--- config.mk ---
export PLATFORM = sky130hd
export DESIGN_NAME = i2c_xact_seq
export DESIGN_NICKNAME = d
export VERILOG_FILES = /design/src/rtl/i2c_xact_seq.sv
export SDC_FILE = /design/constraint.sdc
export NUM_CORES = 1
export LEC_CHECK = 0
export CORE_MARGIN = 5
export CORE_UTILIZATION = 48
export CTS_BUF_LIST = sky130_fd_sc_hd__clkbuf_2
export CTS_CLUSTER_SIZE = 10
export DETAILED_ROUTE_END_ITERATION = 7
export PLACE_DENSITY = 0.79
export SLEW_MARGIN = 40
export SYNTH_ARGS = -nofsm -noshare
export SYNTH_HDL_FRONTEND = slang
export SYNTH_SLANG_ARGS = --single-unit
--- constraint.sdc ---
create_clock -name clk -period 1.9 [get_ports clk]
set_input_delay 0.38 -clock clk [delete_from_list [all_inputs] [get_ports clk]]
set_output_delay 0.38 -clock clk [all_outputs]
set_load 0.1 [all_outputs]
--- src/rtl/i2c_xact_seq.sv ---
module i2c_xact_seq #(
  parameter int CNT_W = 4,
  parameter int TO_W  = 16
) (
  input  logic             clk,
  input  logic             rst_n,
  input  logic             req,
  input  logic             rw,
  input  logic [6:0]       dev_addr,
  input  logic [7:0]       reg_addr,
  input  logic [CNT_W-1:0] byte_count,
  input  logic [7:0]       wr_data,
  output logic             wr_ready,
  output logic [7:0]       rd_data,
  output logic             rd_valid,
  output logic             done,
  output logic             err,
  output logic             busy,
  input  logic [TO_W-1:0]  timeout_limit,
  output logic [2:0]       m_cmd,
  output logic [7:0]       m_tx,
  output logic             m_rd_nack,
  output logic             m_strobe,
  input  logic             m_accept,
  input  logic             m_nack,
  input  logic [7:0]       m_rx
);
  localparam logic [2:0] C_IDLE = 3'd0, C_START = 3'd1, C_WRITE = 3'd2,
                         C_READ = 3'd3, C_RSTART = 3'd4, C_STOP = 3'd5;

  typedef enum logic [1:0] {P_IDLE, P_PREP, P_ISSUE, P_HOLD} phase_t;
  typedef enum logic [2:0] {S_START, S_DEVW, S_REG, S_WDAT,
                            S_RST, S_DEVR, S_RDAT, S_STOP} step_t;

  phase_t           phase;
  step_t            step, nxt;
  logic             rw_q, fail;
  logic [6:0]       dev_q;
  logic [7:0]       reg_q, ntx;
  logic [2:0]       ncmd;
  logic [CNT_W-1:0] remain;
  logic [TO_W-1:0]  tcnt;

  assign busy = (phase != P_IDLE);

  always_comb begin
    nxt = S_STOP;
    if (!fail) begin
      case (step)
        S_START: nxt = S_DEVW;
        S_DEVW:  nxt = S_REG;
        S_REG:   nxt = rw_q ? S_RST : ((remain == '0) ? S_STOP : S_WDAT);
        S_WDAT:  nxt = (remain == '0) ? S_STOP : S_WDAT;
        S_RST:   nxt = S_DEVR;
        S_DEVR:  nxt = S_RDAT;
        S_RDAT:  nxt = (remain == '0) ? S_STOP : S_RDAT;
        default: nxt = S_STOP;
      endcase
    end
  end

  always_comb begin
    ncmd = C_STOP;
    ntx  = 8'h00;
    case (nxt)
      S_START: ncmd = C_START;
      S_DEVW:  begin ncmd = C_WRITE; ntx = {dev_q, 1'b0}; end
      S_REG:   begin ncmd = C_WRITE; ntx = reg_q; end
      S_WDAT:  begin ncmd = C_WRITE; ntx = wr_data; end
      S_RST:   ncmd = C_RSTART;
      S_DEVR:  begin ncmd = C_WRITE; ntx = {dev_q, 1'b1}; end
      S_RDAT:  ncmd = C_READ;
      default: ncmd = C_STOP;
    endcase
  end

  always_ff @(posedge clk or negedge rst_n) begin
    if (!rst_n) begin
      phase <= P_IDLE;  step <= S_START;
      rw_q <= 1'b0;     fail <= 1'b0;
      dev_q <= '0;      reg_q <= '0;
      remain <= '0;     tcnt <= '0;
      m_cmd <= C_IDLE;  m_tx <= '0;
      m_rd_nack <= 1'b0; m_strobe <= 1'b0;
      done <= 1'b0;     err <= 1'b0;
      wr_ready <= 1'b0; rd_valid <= 1'b0;
      rd_data <= '0;
    end else begin
      done <= 1'b0;
      wr_ready <= 1'b0;
      rd_valid <= 1'b0;
      case (phase)
        P_IDLE: if (req) begin
          if (rw && byte_count == '0) begin
            done <= 1'b1;
            err  <= 1'b1;
          end else begin
            rw_q <= rw; dev_q <= dev_addr; reg_q <= reg_addr;
            remain <= byte_count; fail <= 1'b0;
            step <= S_START; m_cmd <= C_START; m_tx <= '0; m_rd_nack <= 1'b0;
            phase <= P_PREP;
          end
        end
        P_PREP: begin
          m_strobe <= 1'b1;
          tcnt <= '0;
          phase <= P_ISSUE;
        end
        P_ISSUE: if (m_accept) begin
          m_strobe <= 1'b0;
          phase <= P_HOLD;
          if (m_nack && m_cmd == C_WRITE) fail <= 1'b1;
          if (step == S_RDAT) begin rd_data <= m_rx; rd_valid <= 1'b1; end
          if (step == S_WDAT || step == S_RDAT) remain <= remain - 1'b1;
        end else if (tcnt == timeout_limit) begin
          m_strobe <= 1'b0;
          fail <= 1'b1;
          if (step == S_STOP) begin
            phase <= P_IDLE; done <= 1'b1; err <= 1'b1; m_cmd <= C_IDLE;
          end else begin
            step <= S_STOP; m_cmd <= C_STOP; m_tx <= '0; m_rd_nack <= 1'b0;
            phase <= P_PREP;
          end
        end else begin
          tcnt <= tcnt + 1'b1;
        end
        default: if (step == S_STOP) begin
          phase <= P_IDLE; done <= 1'b1; err <= fail; m_cmd <= C_IDLE;
        end else begin
          step <= nxt; m_cmd <= ncmd; m_tx <= ntx;
          m_rd_nack <= (nxt == S_RDAT) && (remain == 1);
          wr_ready <= (nxt == S_WDAT);
          phase <= P_PREP;
        end
      endcase
    end
  end
endmodule

Yosys cells after proc, flatten, opt, wreduce, memory -nomap -nowiden
Index checks and enable logic that the tools add are counted.
{"block": "op_classes", "add_sub_neg": 2, "multipliers": 0, "n_div": 0, "magnitude_cmp": 0, "eq_ne": 31, "shift": 0, "n_mux": 74, "bitwise_logic": 2, "n_reduce_logical": 25}
{"cell": "$mux 8", "n": 6}
{"cell": "$mux 3", "n": 15}
{"cell": "$mux 16", "n": 2}
{"cell": "$pmux 16 s2", "n": 1}
{"cell": "$pmux 8 s4", "n": 1}
{"cell": "$mux 1", "n": 29}
{"cell": "$pmux 8 s3", "n": 1}
{"cell": "$eq 3x3->1 const B", "n": 7}
{"cell": "$pmux 3 s7", "n": 1}
{"cell": "$ne 2x2->1 const B", "n": 10}
{"cell": "$pmux 3 s3", "n": 2}
{"cell": "$add 16x1->16 const B", "n": 1}
{"cell": "$eq 16x16->1", "n": 1}
{"cell": "$mux 4", "n": 4}
{"cell": "$eq 3x2->1 const B", "n": 5}
{"cell": "$reduce_and 5->1", "n": 3}
{"cell": "$reduce_and 7->1", "n": 2}
{"cell": "$pmux 3 s4", "n": 1}
{"cell": "$reduce_and 3->1", "n": 4}
{"cell": "$pmux 1 s3", "n": 3}
{"cell": "$logic_not 4->1", "n": 2}
{"cell": "$mux 2", "n": 4}
{"cell": "$pmux 4 s2", "n": 1}
{"cell": "$reduce_bool 2->1", "n": 4}
{"cell": "17 further kinds", "n": 24}
{"block": "totals", "register_bits": 67, "latch_bits": 0, "mem_bits_rw": 0, "mem_bits_ro": 0, "word_cells": 151, "memories": 0}

Longest topological paths before layout
Gate-level depths: netlist of run 1.
{"block": "logic_depth", "ltp_word": 10, "ltp_mapped": 7, "mapped_depth_nobuf": 7}

Least setup slack after synthesis of run 1
No wires, ideal clock.
{"block": "synth_path", "path_kind": "reg2reg", "start": "register phase[0]", "end": "register remain[3]", "arrival_time_ns": 1.921, "required_time_ns": 1.779, "slack_ns": -0.142, "stages_incl_launch_ff": 7, "path_buffers": 0, "synth_period_minus_slack_ns": 2.042, "path_cell_list": "dfrtp_1 nor2_1 inv_1 nor2_1 a21oi_1 o21ai_0 a22o_1"}
{"block": "synth_via", "elab_chain_len": 3, "word_cells_on_any_way": 9, "classes_between": "eq/ne: 5; mux: 1; reduce/logical: 3"}
{"item": "start, declared", "line": "35", "text": "phase_t phase;"}
{"item": "start signal, assigned", "line": "79", "text": "phase <= P_IDLE; step <= S_START;"}
{"item": "start signal, assigned", "line": "101", "text": "phase <= P_PREP;"}
{"item": "start signal, assigned", "line": "107", "text": "phase <= P_ISSUE;"}
{"item": "$eq 2x2->1 / $logic_not 2->1 (equally long branches)", "line": "92", "text": "case (phase)"}
{"item": "$ne 2x2->1 (no source line) / $reduce_bool 2->1 (equally long branches)"}
{"item": "$reduce_and 5->1 (no source line)"}
{"item": "end signal, assigned", "line": "114", "text": "if (step == S_WDAT || step == S_RDAT) remain <= remain - 1'b1;"}
{"item": "end, declared", "line": "41", "text": "logic [CNT_W-1:0] remain;"}
Several ways; a longest one is shown, not always the timed one.
A chain may end at the register's enable or synchronous reset.

Worst setup path after layout of run 1
{"block": "layout_path", "start": "register tcnt[8]", "end": "register tcnt[11]"}
{"block": "layout_via", "elab_chain_len": 4, "word_cells_on_any_way": 7, "classes_between": "add/sub: 1; eq/ne: 2; mux: 3; reduce/logical: 1"}
{"item": "start, declared", "line": "42", "text": "logic [TO_W-1:0] tcnt;"}
{"item": "start signal, assigned", "line": "125", "text": "tcnt <= tcnt + 1'b1;"}
{"item": "$add 16x1->16", "line": "125"}
{"item": "$mux 16", "line": "115", "text": "end else if (tcnt == timeout_limit) begin"}
{"item": "$mux 16", "line": "109", "text": "P_ISSUE: if (m_accept) begin"}
{"item": "$pmux 16 s2", "line": "92"}
Several ways; a longest one is shown, not always the timed one. The select of a mux whose other input is x is not followed.

==> metrics.md, run 1 <==
| Metric | Value |
|---|---|
| Status | `finished, violations left` |
| Failing checks | `setup timing` |
| Clock Skew | `0.0283 ns` |
| # setup viols final | `5` |
| CP peak stage delay | `0.44 ns` |
| Reg2Reg Depth | `8` |
| Clock transition at the registers of the reported paths | `0.19 ns` |
| Routed via count | `3746` |
| Fin area | `0.00568 mm2` |
| Setup WS post-layout | `-0.0713 ns` |
| Final hold violations | `0` |
| Share of cells above drive strength 1 | `0.338` |
| Tightest Pin Transition | `0.467 ns` |
| Initial DRT Pass Iterations | `5` |
| Busiest grt layer | `met2` |
| Initial antenna violation count | `0` |
| Core area | `0.00773 mm2` |
| Core Util, Final | `0.735` |
| Fill cells | `550` |
| Primary FF master, synth | `dfrtp_1` |
| Delay-heaviest family, CP | `flip-flops` |
| Area leader, netlist | `dfrtp_1` |
| #FFs+latches synth | `67` |
| Area occupied by multi-input gates | `0.00204 mm2` |
| Startpoint Class | `register` |
| Latest clock arrival within the worst-skew pair | `0.48 ns` |
| Register area share after synthesis | `0.441` |
| Clock Power Share | `0.084` |
| FMAX | `507 MHz` |
| Combinational fraction of design power | `0.656` |
| Crit path time final | `1.97 ns` |
| Post-Route WL | `11.6 mm` |
| GR Layer Usage met3 | `0.0467` |
| Hold Crit Class | `in2async` |
| Global Route met2 Usage | `0.376` |
| Port buffer count | `82` |
| Chip width | `99.0 um` |
| Final period utilization | `1.04` |
| CP arrival | `2.39 ns` |
| GPL Wtd Cong | `0.929` |
| Clock sink count | `67` |
| Post-route ant nets | `0` |
| Max Slew Vio Count | `0` |
| CTS root buf | `clkbuf_2` |
| CTS tree | `yes` |
| Switching share of power | `0.490` |
| Crit Path Category | `reg2reg` |
| WL per Instance | `18.1 um` |
| # DRC | `0` |
| Initial core utilization | `0.492` |
| Post-synth top cells | `dfrtp_1, o21ai_0, mux2_2` |
| Maximum VDD drop | `1.66 mV` |
| Diode count | `0` |
| Drt via density | `5.83` |
| Die ar. | `0.00979 mm2` |
| Global-route wire length before repair | `18.3 mm` |
| Cell variety after synth | `63` |
| Synthesized area per cell | `9.89 um2` |
| Detailed Route Iter0 Violations | `238` |
| DIE HEIGHT | `99.0 um` |
| Top-count cell post-synth | `dfrtp_1` |
| Synth top area share | `0.441` |
| Worst path required time | `2.31 ns` |
| Number of flops mapped to enable cells by yosys | `0` |
| Placed inst area | `0.00528 mm2` |
| Largest net degree at the start of global routing | `52` |
| Worst Path Max Fanout | `12` |
| Grt met1 use | `0.307` |
| Max_slew headroom | `0.689` |
| Critical Path Sink Type | `register` |
| CP bufs+invs | `3` |
| Critical path, cell by cell | `xor2_1, nor4_2, buf_4, a41o_1, buf_12, buf_6, or3_4, a21oi_2` |
| CP max stage cell | `dfrtp_1` |
| Sequential Power Share | `0.260` |
| Ranking of synthesized cells by area | `dfrtp_1, mux2_2, xor2_1` |
| P per Cell Area | `1660 mW/mm2` |
| Sw power | `0.00463 W` |
| Maxcap violations | `0` |
| Buffer depth of the longest clock path | `2` |
| Htree depth | `3` |
| Layout overhead on the synthesized area | `49.5%` |
| Grt total ovfl | `0` |
| Leak | `2.52 nW` |
| Post-Syn Area | `0.00380 mm2` |
| RSZ-0062 raised after global routing | `yes` |
| Net total in the final layout | `597` |
| Worst slack at placement | `-0.555 ns` |
| Global Route Usage Sum | `0.232` |
| Site Rows | `32` |
| Sequential Area | `0.00168 mm2` |
| Asr flop ratio synth | `1.00` |
| Vias in the first global route | `3803` |
| Critical path depth | `8` |
| Top Ports | `83` |
| Final HPWL DP | `8.25 mm` |
| Mapped Nets | `444` |
| Ys Warns | `0` |
| Cells after Synth | `384` |
| CTS Buf Count | `9` |
| Internal power | `0.00482 W` |
-- stage by stage --
step | cells | hold slack (ns) | TNS [ns] | total power [W]
finish | 643 | 0.336 | -0.165 | 0.00945
global route | 643 | 0.355 | -0.629 | 0.00991
CTS | 635 | 0.338 | -0.0541 | 0.00909
detailed placement | 613 | 0.340 | -25.53 | 0.00815
global placement | 613 | 0.337 | -23.77 | 0.00797
floorplan | 384 | 0.0844 | -0.00188 | 0.00598
-- area by class of cell --
cell class              instances  area share
clock inverters                 4     0.00749
multi-input cells             271       0.359
inverters                      23      0.0159
well taps                     102      0.0225
flip-flops and latches         67       0.295
clock buffers                  11     0.00969
repair buffers                165       0.290
-- layout by cell type, fill, tap and decap left out, types with 3 or more instances in the layout --
cell / count
xor2_1: 16
buf_6: 12
buf_4: 78
inv_1: 21
a22oi_1: 5
nor2b_1: 9
nand2b_1: 4
nor3_1: 7
nor4_2: 5
a22o_1: 4
a21oi_1: 13
clkbuf_2: 11
o22ai_1: 8
nand2_1: 23
dfrtp_1: 67
mux2i_1: 4
nand4_1: 5
o21ai_1: 10
and2_1: 3
nor2_1: 17
mux2_2: 24
a32oi_1: 4
buf_12: 18
o211ai_1: 7
nand3_1: 11
clkdlybuf4s50_1: 55
and3_1: 3
clkinv_1: 3
o2111ai_1: 7
o21ai_0: 20
a21oi_2: 3
-- per-layer routing --
metal	part of all wire	vias to the layer above
li1	-	1720
met3	0.071	25
met2	0.49	177
met4	0.023	0
met5	0	-
met1	0.41	1824
-- repair_timing --
| action | in CTS | in global routing |
|---|---|---|
| hold buffers | 1 | 0 |
| gates cloned | 1 | 1 |
| buffers inserted | 7 | 7 |
| endpoints found under the setup margin | 26 | 41 |
| endpoints found under the hold margin | 16 | 0 |
| gates resized for setup | 17 | 37 |
| pin swaps | 10 | 11 |
-- kinds of logic (layout without fill, tap and decap cells) --
group,Yosys count,in the layout,synth area share
buffers and inverters,46,203,0.0590
flip-flops,67,67,0.441
adder cells (fa/ha/maj),3,3,0.00988
XOR/XNOR,17,17,0.0392
multiplexers,30,30,0.0876
AO/OA/AOI/OAI,109,109,0.198
AND/OR/NAND/NOR,112,112,0.165
-- worst reg2reg max path: stages (launching register included) --
cell,delay (ns)
dfrtp_1,0.44
xor2_1,0.18
nor4_2,0.07
buf_4,0.15
a41o_1,0.28
buf_12,0.17
buf_6,0.12
or3_4,0.37
a21oi_2,0.15
-- path summary, 6_finish.rpt --
kind | startpoint | to | slack (ns)
worst max-delay path | tcnt[8] | tcnt[11] | -0.07
worst min-delay path | rst_n | remain[2] | 0.34
worst max register to register | tcnt[8] | tcnt[11] | -0.07
worst min register to register | dev_q[1] | dev_q[1] | 0.52
max in group asynchronous | rst_n | dev_q[5] | 0.92
min in group clk | reg_addr[0] | reg_q[0] | 0.50
-- power groups by stage --
stage,Clock [W],Sequential (W),Combinational (W)
final,0.000794,0.00246,0.00619
after global routing,0.000859,0.00253,0.00652
after CTS,0.000795,0.00243,0.00586
after detailed placement,0,0.00245,0.00570
after global placement,0,0.00243,0.00555
after floorplan,0,0.00373,0.00225
-- state kept, by name, indices dropped and copies added, names as in the netlist --
register and count:
rw_q 1, reg_q 8, done 1, rd_valid 1, m_tx 8, rd_data 8
wr_ready 1, m_strobe 1, dev_q 7, err 1, m_rd_nack 1, fail 1
step 3, phase 2, tcnt 16, m_cmd 3, remain 4
No activity file was read; power rests on OpenSTA's default activity.
==> run 2, diff against run 1 <==
REMOVE_ABC_BUFFERS = 1   (was not set)
==> run 2 against run 1 <==
Compared with the run above: the run still ends with setup timing left; clock-buffer cell count decreased by 2; worst setup slack improved by 0.025 ns; sequential power about the same; combinational power decreased by 6.3%; largest cell class unchanged; highest routed layer unchanged.
==> metrics.md, run 2 (synthesis gave the netlist of run 1 again) <==
| Metric | Value |
|---|---|
| Status | `finished, violations left` |
| Failing checks | `setup timing` |
| Busiest grt layer | `met2` |
| Share of cells above drive strength 1 | `0.336 (-0.00240)` |
| Setup WS post-layout | `-0.0464 ns (+0.0248 ns)` |
| Htree depth | `3 (unchanged)` |
| Fin area | `0.00555 mm2 (-2.3%)` |
| Post-Route WL | `11.1 mm (-4.1%)` |
| Port buffer count | `82 (unchanged)` |
| Crit path time final | `1.95 ns (-0.0248 ns)` |
| Layout overhead on the synthesized area | `46.1%` |
| Initial core utilization | `0.492 (unchanged)` |
| Clock Power Share | `0.107 (+0.023)` |
| Placed inst area | `0.00508 mm2 (-3.8%)` |
| Buffer depth of the longest clock path | `2 (unchanged)` |
| RSZ-0062 raised after global routing | `yes` |
| Grt met1 use | `0.296 (-0.0102)` |
| GPL Wtd Cong | `0.894 (-3.7%)` |
| Max_slew headroom | `0.709 (+0.0202)` |
| Most common cell after layout, fill and taps aside | `buf_4` |
| Initial DRT Pass Iterations | `7 (+2)` |
| FMAX | `514 MHz (+1.3%)` |
| Drt via density | `5.78 (-0.85%)` |
| Setup TNS | `-0.0807 ns (+0.0841 ns)` |
| Clock transition at the registers of the reported paths | `0.20 ns (about the same)` |
| Internal power | `0.00468 W (-2.9%)` |
| Global-route wire length before repair | `17.9 mm (-2.7%)` |
| Net total in the final layout | `582 (-2.5%)` |
| CP Launch Point | `tcnt[0]` |
| Latest clock arrival within the worst-skew pair | `0.51 ns (+0.03 ns)` |
| Worst path required time | `2.36 ns (+0.05 ns)` |
| Global Route Usage Sum | `0.226 (-0.00600)` |
| CTS tree | `yes` |
| RR Startpoint | `tcnt[0]` |
| Worst slack at placement | `-0.572 ns (-0.0171 ns)` |
| Leak | `2.44 nW (-2.9%)` |
| Grt total ovfl | `0 (unchanged)` |
| Max Slew Vio Count | `0 (unchanged)` |
| Global Route met2 Usage | `0.374 (-0.00155)` |
| CP arrival | `2.40 ns (about the same)` |
| Die ar. | `0.00979 mm2 (unchanged)` |
| Sequential Power Share | `0.268 (+0.008)` |
| Post-route ant nets | `0 (unchanged)` |
| Reg with most FFs | `tcnt` |
| Top Ports | `83 (unchanged)` |
| DIE HEIGHT | `99.0 um (unchanged)` |
| Core Util, Final | `0.718 (-0.0167)` |
| Tightest Pin Transition | `0.435 ns (-0.0312 ns)` |
| Initial antenna violation count | `1 (+1)` |
| Most frequent cells in the layout | `buf_4, dfrtp_1, clkdlybuf4s50_1` |
| CTS Buf Count | `9 (unchanged)` |
| Final HPWL DP | `7.49 mm (-9.2%)` |
| Clock sink count | `67 (unchanged)` |
| Worst Path Max Fanout | `4 (-8)` |
| Core area | `0.00773 mm2 (unchanged)` |
| # DRC | `0 (unchanged)` |
| Switching share of power | `0.495 (+0.00491)` |
| Startpoint Class | `register` |
| Detailed Route Iter0 Violations | `273 (+15%)` |
| Largest register FFs | `16 (unchanged)` |
| Chip width | `99.0 um (unchanged)` |
| Crit Path Category | `reg2reg` |
| Sw power | `0.00459 W (-0.95%)` |
| Final hold violations | `0 (unchanged)` |
| # setup viols final | `4 (-1)` |
| Largest net degree at the start of global routing | `68 (+31%)` |
| P per Cell Area | `1670 mW/mm2 (+0.35%)` |
| Site Rows | `32 (unchanged)` |
| Hold Crit Class | `in2async` |
| GR Layer Usage met3 | `0.0403 (-0.00637)` |
| Critical Path Sink Type | `register` |
| Final period utilization | `1.02 (-0.0131)` |
| Clock Skew | `0.0235 ns (-0.00482 ns)` |
| Fill cells | `545 (-0.91%)` |
| CTS root buf | `clkbuf_2` |
| Tot Pwr | `0.00927 W (-1.9%)` |
| Maxcap violations | `0 (unchanged)` |
| Routed via count | `3639 (-2.9%)` |
| Vias in the first global route | `3692 (-2.9%)` |
| Maximum VDD drop | `1.16 mV (-30%)` |
| WL per Instance | `17.7 um (-2.1%)` |
| Combinational fraction of design power | `0.626 (-0.030)` |
==> run 2: changes by cell type in the layout (fill, tap and decap cells not counted), moves of 3 or more <==
cell / before / now
buf_12: 18 / 10
buf_6: 12 / 6
dfrtp_1: 67 / 64
dfrtp_2: 0 / 3
o21ai_0: 20 / 24
o21ai_1: 10 / 5
xor2_1: 16 / 11
xor2_2: 1 / 6
==> run 2: layer usage <==
metal	routed length [um]	vias to the layer above
met1	4540	1760
met5	0	-
met2	5670	164
met3	692	20
met4	249	0
li1	-	1695
==> run 2: cell type report <==
class | instances | area, um2 | area share
sequential | 67 | 1680 | 0.303
timing repair buffer | 150 | 1440 | 0.259
clock buffer | 9 | 45.0 | 0.00811
multi-input combinational | 271 | 2080 | 0.374
antenna | 1 | 2.50 | 0.000451
tap | 102 | 128 | 0.0230
clock inverter | 7 | 92.6 | 0.0167
inverter | 23 | 88.8 | 0.0160
==> run 2: worst max-delay path: stages, from the launching register on <==
cell and delay [ns]:
dfrtp_1 0.46, xor2_2 0.22, nor4_4 0.06, buf_4 0.14
a41o_1 0.27, buf_6 0.14, or4_1 0.50, o21ai_1 0.10
==> run 2: worst paths after layout <==
| check | end | slack, ns | depth (start not counted) |
|---|---|---|---|
| setup / recovery | tcnt[5] | -0.05 | 7 |
| hold / removal | m_tx[7] | 0.38 | 3 |
| setup reg to reg | tcnt[5] | -0.05 | 7 |
| hold reg to reg | reg_q[0] | 0.52 | 1 |
| max in group asynchronous | step[2] | 1.20 | 3 |
| min in group clk | dev_q[3] | 0.47 | 2 |
==> run 2: stage by stage <==
stage / hold slack, ns / instances
after floorplan: 0.0844 / 361
after global placement: 0.429 / 599
after detailed placement: 0.438 / 599
after CTS: 0.392 / 625
after global routing: 0.389 / 630
final: 0.379 / 630
==> run 2: repair_timing <==
item                       4_1_cts  5_1_grt
cloned                           2        0
buffers inserted                11        8
pin swaps                       12       13
setup endpoints to repair       38       41
gates resized for setup         16       37
hold buffers                     1        0
hold endpoints to repair        67        0
==> run 2: power groups by stage <==
stage | clock network [W] | registers [W] | logic, W
floorplan | 0 | 0.00388 | 0.00190
global placement | 0 | 0.00241 | 0.00519
detailed placement | 0 | 0.00244 | 0.00530
CTS | 0.00101 | 0.00242 | 0.00552
global route | 0.00108 | 0.00255 | 0.00615
finish | 0.000990 | 0.00248 | 0.00580
